`src/rtl/ssp_pkg.sv`:
```
package ssp_pkg;
  localparam int DATA_W = 8;

  typedef enum logic [2:0] {
    A_MODE = 3'd0,
    A_CTL0 = 3'd1,
    A_CTL1 = 3'd2,
    A_DIV  = 3'd3,
    A_TXB  = 3'd4,
    A_RXB  = 3'd5
  } ssp_addr_e;

  // Next receive word after capturing one bit in the chosen order.
  function automatic logic [DATA_W-1:0] shift_in(input logic [DATA_W-1:0] cur,
                                                 input logic bit_in,
                                                 input logic msb_first);
    if (msb_first) return {cur[DATA_W-2:0], bit_in};
    return {bit_in, cur[DATA_W-1:1]};
  endfunction

  // Transmit word after one bit has gone out; vacated positions fill with 1.
  function automatic logic [DATA_W-1:0] shift_out(input logic [DATA_W-1:0] cur,
                                                  input logic msb_first);
    if (msb_first) return {cur[DATA_W-2:0], 1'b1};
    return {1'b1, cur[DATA_W-1:1]};
  endfunction

  // System clocks per half bit period in master mode.
  function automatic int unsigned half_period(input int unsigned div_n,
                                              input int unsigned sel,
                                              input int unsigned step);
    return (div_n + 1) * (1 << (sel * step));
  endfunction
endpackage

```
`src/rtl/ssp_clkgen.sv`:
```
module ssp_clkgen #(
  parameter int DIV_W    = 8,
  parameter int PRE_STEP = 2
) (
  input  logic             clk,
  input  logic             rst_n,
  input  logic             run,
  input  logic [1:0]       src_sel,
  input  logic [DIV_W-1:0] div_n,
  output logic             half_tick
);
  localparam int PW = 3 * PRE_STEP;

  logic [PW-1:0]    pre_cnt, pre_lim;
  logic [DIV_W-1:0] div_cnt;
  logic             pre_tick;

  always_comb pre_lim = PW'((1 << (int'(src_sel) * PRE_STEP)) - 1);

  assign pre_tick  = run && (pre_cnt == pre_lim);
  assign half_tick = pre_tick && (div_cnt == div_n);

  always_ff @(posedge clk or negedge rst_n) begin
    if (!rst_n) begin
      pre_cnt <= '0;
      div_cnt <= '0;
    end else if (!run) begin
      pre_cnt <= '0;
      div_cnt <= '0;
    end else if (pre_tick) begin
      pre_cnt <= '0;
      div_cnt <= half_tick ? '0 : div_cnt + 1'b1;
    end else begin
      pre_cnt <= pre_cnt + 1'b1;
    end
  end

  // the divider never passes the programmed count while running
  p_div_bound_r3: assert property (@(posedge clk) disable iff (!rst_n)
    run |-> (div_cnt <= div_n));
  // the prescaler never passes the selected limit
  p_pre_bound_r3: assert property (@(posedge clk) disable iff (!rst_n)
    run |-> (pre_cnt <= pre_lim));
endmodule

```
`src/rtl/ssp_sync_edge.sv`:
```
module ssp_sync_edge #(
  parameter int STAGES = 2
) (
  input  logic clk,
  input  logic rst_n,
  input  logic din,
  output logic q,
  output logic rise,
  output logic fall
);
  logic [STAGES:0] chain;

  always_ff @(posedge clk or negedge rst_n) begin
    if (!rst_n) chain <= '1;
    else        chain <= {chain[STAGES-1:0], din};
  end

  assign q    = chain[STAGES-1];
  assign rise = chain[STAGES-1] & ~chain[STAGES];
  assign fall = ~chain[STAGES-1] & chain[STAGES];
endmodule

```
`src/rtl/ssp_shifter.sv`:
```
module ssp_shifter import ssp_pkg::*; (
  input  logic              clk,
  input  logic              rst_n,
  input  logic              master,
  input  logic              msb_first,
  input  logic              take,
  input  logic [DATA_W-1:0] take_data,
  input  logic              half_tick,
  input  logic              ext_rise,
  input  logic              ext_fall,
  input  logic              rxd,
  output logic              sclk,
  output logic              txd,
  output logic              busy,
  output logic              loaded,
  output logic              at_boundary,
  output logic              frame_done,
  output logic [DATA_W-1:0] rx_word
);
  localparam int CW = $clog2(DATA_W + 1);
  localparam logic [CW-1:0] LAST = CW'(DATA_W - 1);
  localparam logic [CW-1:0] FULL = CW'(DATA_W);

  logic [DATA_W-1:0] tsh, rsh;
  logic [CW-1:0]     cnt;
  logic              sclk_q, busy_q, loaded_q;
  logic              m_rise, m_fall, m_end, edge_rise, edge_fall;

  // Named bit-clock events shared by both roles
  assign m_rise    = master && busy_q && half_tick && !sclk_q;
  assign m_fall    = master && busy_q && half_tick && sclk_q && (cnt != FULL);
  assign m_end     = master && busy_q && half_tick && sclk_q && (cnt == FULL);
  assign edge_rise = m_rise | (!master & ext_rise);
  assign edge_fall = m_fall | (!master & ext_fall);

  assign frame_done  = edge_rise && (cnt == LAST);
  assign rx_word     = shift_in(rsh, rxd, msb_first);
  assign at_boundary = (cnt == '0) && !loaded_q;
  assign sclk        = sclk_q;
  assign busy        = busy_q;
  assign loaded      = loaded_q;
  assign txd         = loaded_q ? (msb_first ? tsh[DATA_W-1] : tsh[0]) : 1'b1;

  always_ff @(posedge clk or negedge rst_n) begin
    if (!rst_n) begin
      tsh      <= '1;
      rsh      <= '0;
      cnt      <= '0;
      sclk_q   <= 1'b1;
      busy_q   <= 1'b0;
      loaded_q <= 1'b0;
    end else begin
      if (take) begin
        tsh      <= take_data;
        loaded_q <= 1'b1;
        if (master) begin
          busy_q <= 1'b1;
          sclk_q <= 1'b0;
          cnt    <= '0;
        end
      end
      if (edge_fall) begin
        if (master) sclk_q <= 1'b0;
        if (cnt != '0 && loaded_q) tsh <= shift_out(tsh, msb_first);
      end
      if (edge_rise) begin
        if (master) sclk_q <= 1'b1;
        rsh <= rx_word;
        if (frame_done && !master) begin
          cnt      <= '0;
          loaded_q <= 1'b0;
        end else begin
          cnt <= cnt + 1'b1;
        end
      end
      if (m_end) begin
        busy_q   <= 1'b0;
        cnt      <= '0;
        loaded_q <= 1'b0;
      end
    end
  end

  // the bit counter never exceeds one word
  p_cnt_range_r3: assert property (@(posedge clk) disable iff (!rst_n)
    cnt <= FULL);
  // a master word always ends with the clock resting high
  p_end_high_r3: assert property (@(posedge clk) disable iff (!rst_n)
    $fell(busy_q) |-> sclk_q);
  // a slave never raises the master busy state
  p_slave_idle_r9: assert property (@(posedge clk) disable iff (!rst_n)
    (!master && !$past(busy_q)) |-> !busy_q);
endmodule

```
`src/rtl/sync_serial_port.sv`:
```
module sync_serial_port import ssp_pkg::*; #(
  parameter int DIV_W       = 8,
  parameter int PRE_STEP    = 2,
  parameter int SYNC_STAGES = 2
) (
  input  logic       clk,
  input  logic       rst_n,
  input  logic [2:0] reg_addr,
  input  logic       reg_wr,
  input  logic       reg_rd,
  input  logic [7:0] reg_wdata,
  output logic [7:0] reg_rdata,
  input  logic       sclk_i,
  output logic       sclk_o,
  output logic       sclk_oe,
  output logic       txd,
  input  logic       rxd,
  input  logic       cts_n,
  output logic       rts_n
);
  logic [7:0]        mode_q, ctl0_q;
  logic [DIV_W-1:0]  div_q;
  logic              te_q, re_q, oer_q, tx_full, rx_full;
  logic [DATA_W-1:0] txbuf_q, rxbuf_q;

  logic mode_ok, master, hs_en, rts_sel, cts_used, msb_first;
  logic cts_s, cts_rise_unused, cts_fall_unused;
  logic ck_s, ck_rise, ck_fall;
  logic half_tick, start, slave_take, take;
  logic sh_sclk, sh_txd, sh_busy, sh_loaded, sh_boundary, frame_done;
  logic [DATA_W-1:0] rx_word;
  logic wr_tx, rd_rx, wr_ctl1;

  assign mode_ok   = (mode_q[2:0] == 3'b001) && !mode_q[7];
  assign master    = !mode_q[3];
  assign hs_en     = !ctl0_q[4];
  assign rts_sel   = ctl0_q[2];
  assign cts_used  = hs_en && !rts_sel;
  assign msb_first = ctl0_q[5];

  assign wr_tx   = reg_wr && (reg_addr == A_TXB);
  assign wr_ctl1 = reg_wr && (reg_addr == A_CTL1);
  assign rd_rx   = reg_rd && (reg_addr == A_RXB);

  ssp_sync_edge #(.STAGES(SYNC_STAGES)) u_cts (
    .clk(clk), .rst_n(rst_n), .din(cts_n),
    .q(cts_s), .rise(cts_rise_unused), .fall(cts_fall_unused));

  ssp_sync_edge #(.STAGES(SYNC_STAGES)) u_ck (
    .clk(clk), .rst_n(rst_n), .din(sclk_i),
    .q(ck_s), .rise(ck_rise), .fall(ck_fall));

  ssp_clkgen #(.DIV_W(DIV_W), .PRE_STEP(PRE_STEP)) u_gen (
    .clk(clk), .rst_n(rst_n), .run(sh_busy && master),
    .src_sel(ctl0_q[1:0]), .div_n(div_q), .half_tick(half_tick));

  assign start      = mode_ok && master && !sh_busy && te_q && tx_full &&
                      (!cts_used || !cts_s);
  assign slave_take = mode_ok && !master && te_q && tx_full && sh_boundary;
  assign take       = start || slave_take;

  ssp_shifter u_sh (
    .clk(clk), .rst_n(rst_n), .master(master), .msb_first(msb_first),
    .take(take), .take_data(txbuf_q), .half_tick(half_tick),
    .ext_rise(ck_rise && mode_ok && ck_s), .ext_fall(ck_fall && mode_ok && !ck_s),
    .rxd(rxd), .sclk(sh_sclk), .txd(sh_txd), .busy(sh_busy),
    .loaded(sh_loaded), .at_boundary(sh_boundary), .frame_done(frame_done),
    .rx_word(rx_word));

  always_ff @(posedge clk or negedge rst_n) begin
    if (!rst_n) begin
      mode_q  <= '0;
      ctl0_q  <= '0;
      div_q   <= '0;
      te_q    <= 1'b0;
      re_q    <= 1'b0;
      oer_q   <= 1'b0;
      tx_full <= 1'b0;
      rx_full <= 1'b0;
      txbuf_q <= '0;
      rxbuf_q <= '0;
    end else begin
      if (reg_wr) begin
        case (reg_addr)
          A_MODE: mode_q <= reg_wdata;
          A_CTL0: ctl0_q <= reg_wdata;
          A_DIV:  div_q  <= DIV_W'(reg_wdata);
          default: ;
        endcase
      end
      if (wr_ctl1) begin
        te_q <= reg_wdata[0];
        re_q <= reg_wdata[2];
      end
      // transmit buffer: a write wins over the move into the shift register
      if (wr_tx) begin
        txbuf_q <= reg_wdata;
        tx_full <= 1'b1;
      end else if (take) begin
        tx_full <= 1'b0;
      end
      // receive buffer and overrun
      if (frame_done && re_q && (!rx_full || rd_rx)) begin
        rxbuf_q <= rx_word;
        rx_full <= 1'b1;
      end else begin
        if (frame_done && re_q) oer_q <= 1'b1;
        else if (wr_ctl1 && !reg_wdata[2]) oer_q <= 1'b0;
        if (rd_rx) rx_full <= 1'b0;
      end
    end
  end

  always_comb begin
    case (reg_addr)
      A_MODE:  reg_rdata = mode_q;
      A_CTL0:  reg_rdata = ctl0_q;
      A_CTL1:  reg_rdata = {2'b00, !sh_loaded, oer_q, rx_full, re_q, !tx_full, te_q};
      A_DIV:   reg_rdata = 8'(div_q);
      A_TXB:   reg_rdata = txbuf_q;
      A_RXB:   reg_rdata = rxbuf_q;
      default: reg_rdata = '0;
    endcase
  end

  assign sclk_oe = mode_ok && master;
  assign sclk_o  = (mode_ok && master) ? sh_sclk : 1'b1;
  assign txd     = mode_ok ? sh_txd : 1'b1;
  assign rts_n   = !(mode_ok && hs_en && rts_sel && re_q && !rx_full);

  // a master word begins only after clear-to-send was seen low when required
  p_start_gate_r4: assert property (@(posedge clk) disable iff (!rst_n)
    ($rose(sh_busy) && $past(cts_used)) |-> !$past(cts_s));
  // an idle master keeps the bit clock high
  p_idle_high_r3: assert property (@(posedge clk) disable iff (!rst_n)
    (sclk_oe && !sh_busy) |-> sclk_o);
  // ready-to-receive is never active while a word waits unread
  p_rts_block_r7: assert property (@(posedge clk) disable iff (!rst_n)
    rx_full |-> rts_n);
  // overrun sets only on a word completing into a full buffer
  p_oer_cause_r8: assert property (@(posedge clk) disable iff (!rst_n)
    $rose(oer_q) |-> $past(frame_done && re_q && rx_full));
  // a transmit-buffer write leaves the buffer full
  p_tx_full_r10: assert property (@(posedge clk) disable iff (!rst_n)
    wr_tx |=> tx_full);
  // an invalid mode never starts a word
  p_mode_gate_r1: assert property (@(posedge clk) disable iff (!rst_n)
    (!mode_ok && !sh_busy) |=> !sh_busy);
endmodule

```
`config.mk`:
```
export PLATFORM = sky130hd
export DESIGN_NAME = sync_serial_port
export DESIGN_NICKNAME = d
export VERILOG_FILES = /design/src/rtl/ssp_pkg.sv /design/src/rtl/ssp_clkgen.sv /design/src/rtl/ssp_sync_edge.sv /design/src/rtl/ssp_shifter.sv /design/src/rtl/sync_serial_port.sv
export SDC_FILE = /design/constraint.sdc
export NUM_CORES = 1
export LEC_CHECK = 0
export CAP_MARGIN = 15
export CORE_MARGIN = 4
export CORE_UTILIZATION = 40
export DETAILED_ROUTE_END_ITERATION = 10
export PLACE_DENSITY = 0.67
export SLEW_MARGIN = 5
export SYNTH_ARGS = -nofsm -noshare
export SYNTH_HDL_FRONTEND = slang
export SYNTH_HIERARCHICAL = 1
export SYNTH_SLANG_ARGS = --single-unit
```
`constraint.sdc`:
```
create_clock -name clk -period 5 [get_ports clk]
set_input_delay 0.5 -clock clk [delete_from_list [all_inputs] [get_ports clk]]
set_output_delay 0.5 -clock clk [all_outputs]
set_load 0.01 [all_outputs]
```
==> Word level (Yosys, flattened, before mapping) <==
Index checks and enable logic that the tools add are counted.
{ "word_totals": {"input_bits": 18, "mem_bits_ro": 0, "regBits": 87, "n_memories": 0, "wordCells": 160, "mem_bits_rw": 0, "latch_bits": 0, "output_inout_bits": 12} }
{ "op_classes": {"n_div": 0, "muxes": 44, "n_addsub": 4, "bitwise": 9, "n_lt_le_gt_ge": 0, "mul": 0, "shifts": 1, "eq_ne": 14, "n_reduce_logical": 68} }
{ "op_table": {"columns": ["op", "count"], "rows": [
  ["$mux 8", 10],
  ["$pmux 8 s6", 1],
  ["$logic_and 1x1->1", 37],
  ["$mux 1", 26],
  ["$mux 4", 5],
  ["$logic_not 1->1", 14],
  ["$mux 6", 2],
  ["$reduce_and 2->1", 6],
  ["$add 8x1->8 const B", 1],
  ["$eq 8x8->1", 1],
  ["$reduce_bool 2->1", 4],
  ["$add 6x1->6 const B", 1],
  ["$eq 3x1->1 const B", 2],
  ["$eq 3x2->1 const B", 2],
  ["$eq 3x3->1 const B", 2],
  ["$eq 6x6->1", 1],
  ["$shl 1x3->6 const A", 1],
  ["$sub 6x2->6 const B", 1],
  ["$add 4x1->4 const B", 1],
  ["$and 1x1->1", 4],
  ["$eq 4x3->1 const B", 1],
  ["$eq 4x4->1 const B", 1],
  ["$logic_not 4->1", 1],
  ["$ne 4x4->1 const B", 1],
  ["9 further kinds", 14]
]} }

==> Longest topological paths before layout <==
Gate-level depths: netlist of run 1.
{ "depth": {"ltp_word": 13, "ltp_mapped": 11, "depth_no_buf": 10} }

==> Hierarchy <==
The synthesis of run 1 kept the hierarchy.
{ "modules_own_cells": {"columns": ["mod", "cells_each", "n_inst", "seq_area_each_um2", "area_each_um2"], "rows": [
  ["sync_serial_port", 179, 1, 1126.1, 2227.1],
  ["ssp_shifter", 111, 1, 586.8, 1336.3],
  ["ssp_clkgen", 85, 1, 350.3, 848.3],
  ["ssp_sync_edge", 5, 2, 78.8, 93.8]
]} }

==> Least setup slack after synthesis of run 1 <==
Ideal clock, no wire load.
{ "synth_path": {"kind": "register to register", "startpoint": "register u_gen.div_cnt[3]", "endpoint": "register rxbuf_q[0]", "slack_ns": 2.243, "arrival_ns": 2.633, "n_path_buf": 1, "stages_incl_launch_ff": 12, "setup_ns": 0.125, "required_ns": 4.875, "synth_period_minus_slack_ns": 2.757, "path_cell_list": "dfrtp_1 > xnor2_1 > nand4_1 > nor2_2 > and3_1 > nand3_1 > o21ai_2 > buf_4 > nor2b_1 > nand2_1 > a21oi_2 > mux2_2"} }
{ "synth_via": {"elab_chain_len": 8} }
{ "synth_lines": {"columns": ["item", "line_no", "source"], "rows": [
  ["start, declared", "ssp_clkgen.sv:15", "logic [DIV_W-1:0] div_cnt;"],
  ["start signal, assigned", "ssp_clkgen.sv:32", "div_cnt <= half_tick ? '0 : div_cnt + 1'b1;"],
  ["$eq 8x8->1", "ssp_clkgen.sv:21", "assign half_tick = pre_tick && (div_cnt == div_n);"],
  ["$logic_and 1x1->1", "ssp_clkgen.sv:21", null],
  ["via half_tick", "sync_serial_port.sv:29", "logic half_tick, start, slave_take, take;"],
  ["$logic_and 1x1->1 (2 in a row)", "ssp_shifter.sv:30", "assign m_rise = master && busy_q && half_tick && !sclk_q;"],
  ["$or 1x1->1", "ssp_shifter.sv:33", "assign edge_rise = m_rise | (!master & ext_rise);"],
  ["$logic_and 1x1->1", "ssp_shifter.sv:36", "assign frame_done = edge_rise && (cnt == LAST);"],
  ["via frame_done", "sync_serial_port.sv:30", "logic sh_sclk, sh_txd, sh_busy, sh_loaded, sh_boundary, frame_done;"],
  ["$logic_and 1x1->1 (2 in a row)", "sync_serial_port.sv:103", "if (frame_done && re_q && (!rx_full || rd_rx)) begin"],
  ["end signal, assigned", "sync_serial_port.sv:104", "rxbuf_q <= rx_word;"],
  ["end, declared", "sync_serial_port.sv:24", "logic [DATA_W-1:0] txbuf_q, rxbuf_q;"]
]} }
The timed path passes the listed nets, and every way through them passes these cells.
A chain may end at the register's enable or synchronous reset.

==> Worst setup path in the final report of run 1 <==
{ "layout_path": {"startpoint": "input reg_addr[0]", "endpoint": "output reg_rdata[3]"} }
{ "layout_via": {"elab_chain_len": 2, "elab_cells_between_ends": 7, "cone_classes": "5 x eq/ne; 1 x mux; 1 x reduce/logical"} }
{ "layout_lines": {"columns": ["item", "line_no", "source"], "rows": [
  ["start, declared", "sync_serial_port.sv:8", "input logic [2:0] reg_addr,"],
  ["$eq 3x3->1 (tied with other cells)", "sync_serial_port.sv:115", "case (reg_addr)"],
  ["$pmux 8 s6 *", "sync_serial_port.sv:115", null],
  ["end, declared", "sync_serial_port.sv:12", "output logic [7:0] reg_rdata,"]
]} }
Mark *: on every way between the ends. The rest lies on a longest branch, timed or not.

==> metrics.yaml, run 1 <==
status: "completed"
max_clock_freq_mhz: 282
finalWirelength_um: 10200
reg2reg_depth: 10
grt_overflow: 0
cts_max_path_buffers: 2
setup-violations-final: 0
tightest_slew_ps: 1070
cp_slowest_cell: "clkdlybuf4s50_1"
dr.pass1.iters: 4
insertion_delay_ps: 340
grt_max_degree: 68
drt_iter0_drc: 239
htreeDepth: 3
syn_avg_cell_area_um2: 11.9
post-route-util_pct: 48.3
fill_cells: 1009
period_share_pct: 71.0
clkSinkCount: 87
root_buffer: "clkbuf_16"
vias_per_cell: 5.55
slew_headroom_pct: 28.4
grt_pass1_vias: 3170
required_ps: 4500
boundaryPins: 30
grt_pass1_wl_um: 17000
crit_type: "input pin to output port"
die_area_um2: 13200
port_buffers: 29
path_cells: "clkdlybuf4s50_1 > buf_4 > mux2i_1 > o22a_1 > o21ai_0 > clkdlybuf4s50_1"
worst_setup_path_start_kind: "input pin"
start_util_pct: 41.5
powerDensity_nw_per_um2: 396
cp_data_arrival_time_ps: 3050
antenna_found_initial: 0
ctsResizeCount: 0
finalHoldViolCount: 0
layout_commonest_cell: "dfrtp_1"
ys_warn_count: 6
reg2reg_from: "u_gen/div_cnt[3]"
drv_cap: 0
fin_worst_skew_ps: 7.36
fin_nets: 433
synth_nets: 404
placed_area_um2: 4960
crit_fanout: 22
track_usage_pct: 16.7
drcViolationCount: 0
slew_viol_final: 0
num_rows: 38
ir_drop_uv: 274
setup_tns_ps: 0
numCtsBuffers: 9
ant_nets: 0
layout_common_cells: "73 x dfrtp_1, 59 x mux2_2, 42 x mux2i_1, 28 x clkdlybuf4s50_1, 23 x nor2_1"
gp_congestion: 0.840
die_w_um: 115
layout-drive-gt1-share_pct: 26.2
critPathMaxStageDelay_ps: 1180
diodes: 0
postCtsHoldBufs: 0
fp.coreArea_um2: 11000
hold_class: "input pin to async pin"
die_h_um: 115
p_leak_nw: 2.24
syn_area_um2: 4560
cp_common_cell: "clkdlybuf4s50_1"
hpwl_um: 7390
postCtsSetupBuffers: 0
ff2ff_setup_slack_ps: 1650
reg2reg_to: "rxbuf_q[2]"
stdcell_area_um2: 5300
clk_pin_slew_ps: 60
wl_per_cell_um: 18.3
fin_crit_ps: 3550
postSynthCellCount: 382
area_growth_syn_to_layout_pct: 16.3
rsz0062_at_grt: "false"
endpoint_kind: "output port"
cts_tree: "yes"
dr_total_vias: 3085
cell type report:
class                           count  area [µm²]  area share (%)
Multi-Input combinational cell    274        2250            42.5
Sequential cell                    87        2190            41.4
Timing Repair Buffer               33         318            5.99
Clock buffer                       13         250            4.72
Tap cell                          140         175            3.30
Clock inverter                      3        90.1            1.70
Inverter                            6        22.5           0.425
worst max-delay path by stage:
stage,start,to,slack [ps],cells after the start
2_1_floorplan,u_gen/div_cnt[3],rxbuf_q[0],2240,11
3_3_place_gp,reg_addr[0],reg_rdata[3],1470,6
3_5_place_dp,reg_addr[0],reg_rdata[3],1490,6
4_1_cts,reg_addr[0],reg_rdata[3],1480,6
5_1_grt,reg_addr[0],reg_rdata[3],1320,6
6_report,reg_addr[0],reg_rdata[3],1450,6
worst max-delay path: cells and delay by family:
family	cells	cell delay (ps)
buf+inv	3	2030
mux	1	260
compound gates	2	250
layer usage:
metal	GRT usage (%)	wire length [µm]	vias up
li1	-	-	1445
met1	23.3	4730	1570
met2	25.8	4870	57
met3	4.00	398	13
met4	5.40	161	0
met5	0	0	-
report_power, final:
part           total [mW]  internal [mW]  leakage [nW]  switching, mW
Combinational       0.391          0.204         0.987          0.187
Sequential          0.946          0.832          1.09          0.114
Clock               0.763          0.502         0.164          0.261
through the flow:
stage | worst slack, ps | power [mW] | hold WS (ps) | instances
floorplan | 2240 | 1.21 | 204 | 382
global placement | 1470 | 1.34 | 350 | 540
detailed placement | 1490 | 1.35 | 350 | 540
CTS | 1480 | 2.12 | 29.3 | 556
global route | 1320 | 2.21 | 29.1 | 556
finish | 1450 | 2.10 | 30.1 | 556
sequential cells by signal, indices dropped and copies added, names as in the netlist:
| signal | flops |
|---|---|
| u_sh/rsh | 8 |
| rxbuf_q | 8 |
| u_gen/pre_cnt | 6 |
| u_ck/chain | 3 |
| u_sh/cnt | 4 |
| u_sh/loaded | 1 |
| mode_q | 8 |
| u_sh/tsh | 8 |
| rx_full | 1 |
| u_cts/chain | 2 |
| oer_q | 1 |
| u_gen/div_cnt | 8 |
| txbuf_q | 8 |
| u_sh/busy | 1 |
| re_q | 1 |
| tx_full | 1 |
| u_sh/sclk | 1 |
| te_q | 1 |
| div_q | 8 |
| ctl0_q | 8 |
(Power assumes the default switching activity.)
==> run 2: changes to the inputs <==
- PLACE_DENSITY: 0.67 -> 0.69
- clock period: 5 -> 3.2 ns (I/O delays scaled with it)
==> run 2 against run 1 <==
  * Non-clock buffer count grew 7
  * Worst setup slack lost 1100 ps
  * Via count rose by 2.9%
  * Core utilization rose by 0.31 points
  * Largest power group unchanged
  * Die area is the same
  * Highest routed layer unchanged
  * Sequential power up 56%
  * Sequential share of layout area down 0.26 points
  * Critical path type is now flop to output port
  * Combinational power up 62%
  * Worst hold slack gained 330 ps
  * Clock skew hardly changed
  * Sequential cell count stayed put
  * Power up 51%
==> metrics.yaml, run 2 (same netlist as run 1, synthesis figures left out) <==
status: "completed"  # unchanged
grt_pass1_vias: 3209  # was 3170
worst_slack_ps: 390  # was 1450 ps
critPathMaxStageDelay_ps: 560  # was 1180 ps
num_rows: 38  # unchanged
max_clock_freq_mhz: 356
rsz0062_at_grt: "false"  # unchanged
seqPwrFrac_pct: 46.6  # was 45.0%
vias_per_cell: 5.64  # was 5.55
crit_fanout: 7  # was 22
dr_total_vias: 3175  # was 3085
seqCellArea_um2: 2190  # unchanged
ctsResizeCount: 0  # unchanged
finalHoldViolCount: 0  # unchanged
ant_nets: 0  # unchanged
htreeDepth: 3  # unchanged
grt_overflow: 0  # unchanged
drv_cap: 0  # unchanged
cts_tree: "yes"  # unchanged
worst_setup_path_start_kind: "flop"  # was input pin
layout-drive-gt1-share_pct: 27.9  # was 26.2%
finalWirelength_um: 10200  # about the same
period_share_pct: 87.8
start_util_pct: 41.5  # unchanged
cp_slowest_cell: "or4b_1"  # was clkdlybuf4s50_1
boundaryPins: 30  # unchanged
grt_pass1_wl_um: 17100  # was 17000 µm
ir_drop_uv: 373  # was 274 µV
crit_type: "flop to output port"  # was input pin to output port
layout_common_cells: "73 x dfrtp_1, 59 x mux2_2, 42 x mux2i_1, 28 x clkdlybuf4s50_1, 23 x nor2_1"  # unchanged
switching_share_pct: 28.7  # was 26.8%
fin_nets: 440  # was 433
path_buf_inv: 2  # was 3
fin_worst_skew_ps: 7.50  # was 7.36 ps
p_leak_nw: 2.26  # was 2.24 nW
wl_per_cell_um: 18.2  # was 18.3 µm
wl_met3_um: 485  # was 398 µm
die_h_um: 115  # unchanged
setup-violations-final: 0  # unchanged
clkSinkCount: 87  # unchanged
path_cells: "or4b_1 > buf_4 > or4_4 > clkdlybuf4s50_1"  # was clkdlybuf4s50_1 > buf_4 > mux2i_1 > o22a_1 > o21ai_0 > clkdlybuf4s50_1
p_switching_mw: 0.911  # was 0.562 mW
drt_iter0_drc: 168  # was 239
cts_max_path_buffers: 2  # unchanged
track_usage_pct: 16.6  # was 16.7%
root_buffer: "clkbuf_16"  # unchanged
top_layer: "met4"  # unchanged
p_clk_share_pct: 33.4  # was 36.4%
area_growth_syn_to_layout_pct: 17.0  # was 16.3%
die_area_um2: 13200  # unchanged
layout_commonest_cell: "dfrtp_1"  # unchanged
tightest_slew_ps: 611  # was 1070 ps
dp_slack_ps: 450  # was 1490 ps
grt_max_degree: 45  # was 68
fp.coreArea_um2: 11000  # unchanged
die_w_um: 115  # unchanged
hold_class: "flop to flop"  # was input pin to async pin
multi_input_area_um2: 2260  # was 2250 µm²
combPwrFrac_pct: 20.0  # was 18.6%
diodes: 0  # unchanged
drcViolationCount: 0  # unchanged
insertion_delay_ps: 340  # about the same
endpoint_kind: "output port"  # unchanged
clk_pin_slew_ps: 60  # about the same
power.internal_mw: 2.26  # was 1.54 mW
antenna_found_initial: 0  # unchanged
crit_family: "simple AND/OR/NAND/NOR gates"  # was buffers and inverters
numCtsBuffers: 9  # unchanged
drt-met1-wl_um: 4800  # was 4730 µm
slew_headroom_pct: 59.2  # was 28.4%
setup_tns_ps: 0  # unchanged
dr.pass1.iters: 4  # unchanged
powerDensity_nw_per_um2: 594  # was 396 nW/µm²
gp_congestion: 0.816  # was 0.840
dr_wl_met2_um: 4770  # was 4870 µm
fin_crit_ps: 2810
slew_viol_final: 0  # unchanged
port_buffers: 29  # unchanged
fill_cells: 984  # was 1009
hpwl_um: 7450  # was 7390 µm
cp_data_arrival_time_ps: 2490  # was 3050 ps
required_ps: 2880  # was 4500 ps
## run 2: per-stage QoR
step | power [mW] | instances | hold slack [ps] | cell area, µm² | utilization, %
finish | 3.17 | 563 | 364 | 5340 | 48.6
CTS | 3.20 | 563 | 370 | 5340 | 48.6
detailed placement | 2.12 | 546 | 352 | 5020 | 45.8
global route | 3.35 | 563 | 369 | 5340 | 48.6
global placement | 2.10 | 546 | 349 | 5020 | 45.8
floorplan | 1.89 | 382 | 24.4 | 4560 | -
## run 2: final cells by class
class	instances	area share (%)
tap	140	3.28
clock inverter	5	1.08
multi-input combinational	274	42.3
inverter	6	0.422
clock buffer	11	4.55
sequential	87	41.1
timing repair buffer	40	7.22
## run 2: path summary, 6_finish.rpt
path / slack (ps) / end / from / cells past startpoint
setup reg to reg: 440 / u_sh/cnt[2] / u_sh/cnt[0] / 10
hold / removal: 360 / u_ck/chain[1] / u_ck/chain[0] / 0
max in group asynchronous: 1870 / u_ck/chain[0] / rst_n / 3
setup / recovery: 390 / rts_n / mode_q[7] / 4
min in group asynchronous: 520 / div_q[4] / rst_n / 2
hold reg to reg: 360 / u_ck/chain[1] / u_ck/chain[0] / 0
## run 2: power groups by stage
stage / logic (mW) / registers [mW] / clock network, mW
floorplan: 0.464 / 1.42 / 0
global placement: 0.620 / 1.48 / 0
detailed placement: 0.632 / 1.49 / 0
CTS: 0.637 / 1.47 / 1.09
global route: 0.705 / 1.50 / 1.14
finish: 0.632 / 1.48 / 1.06
## run 2: repair_timing
action	CTS	global route
hold endpoints to repair	42	0
hold buffers	1	0
buffers inserted	0	0
endpoints found under the setup margin	0	0
## run 2: routing by layer
metal	track usage, %	up-vias
li1	-	1466
met1	23.1	1622
met2	25.7	75
met3	4.05	12
met4	5.48	0
met5	0	-
==> run 3: changes to the inputs <==
- SLEW_MARGIN: 5 -> 20
==> results of run 3 <==
Final layout, timing and power as in run 2 (identical DEF).
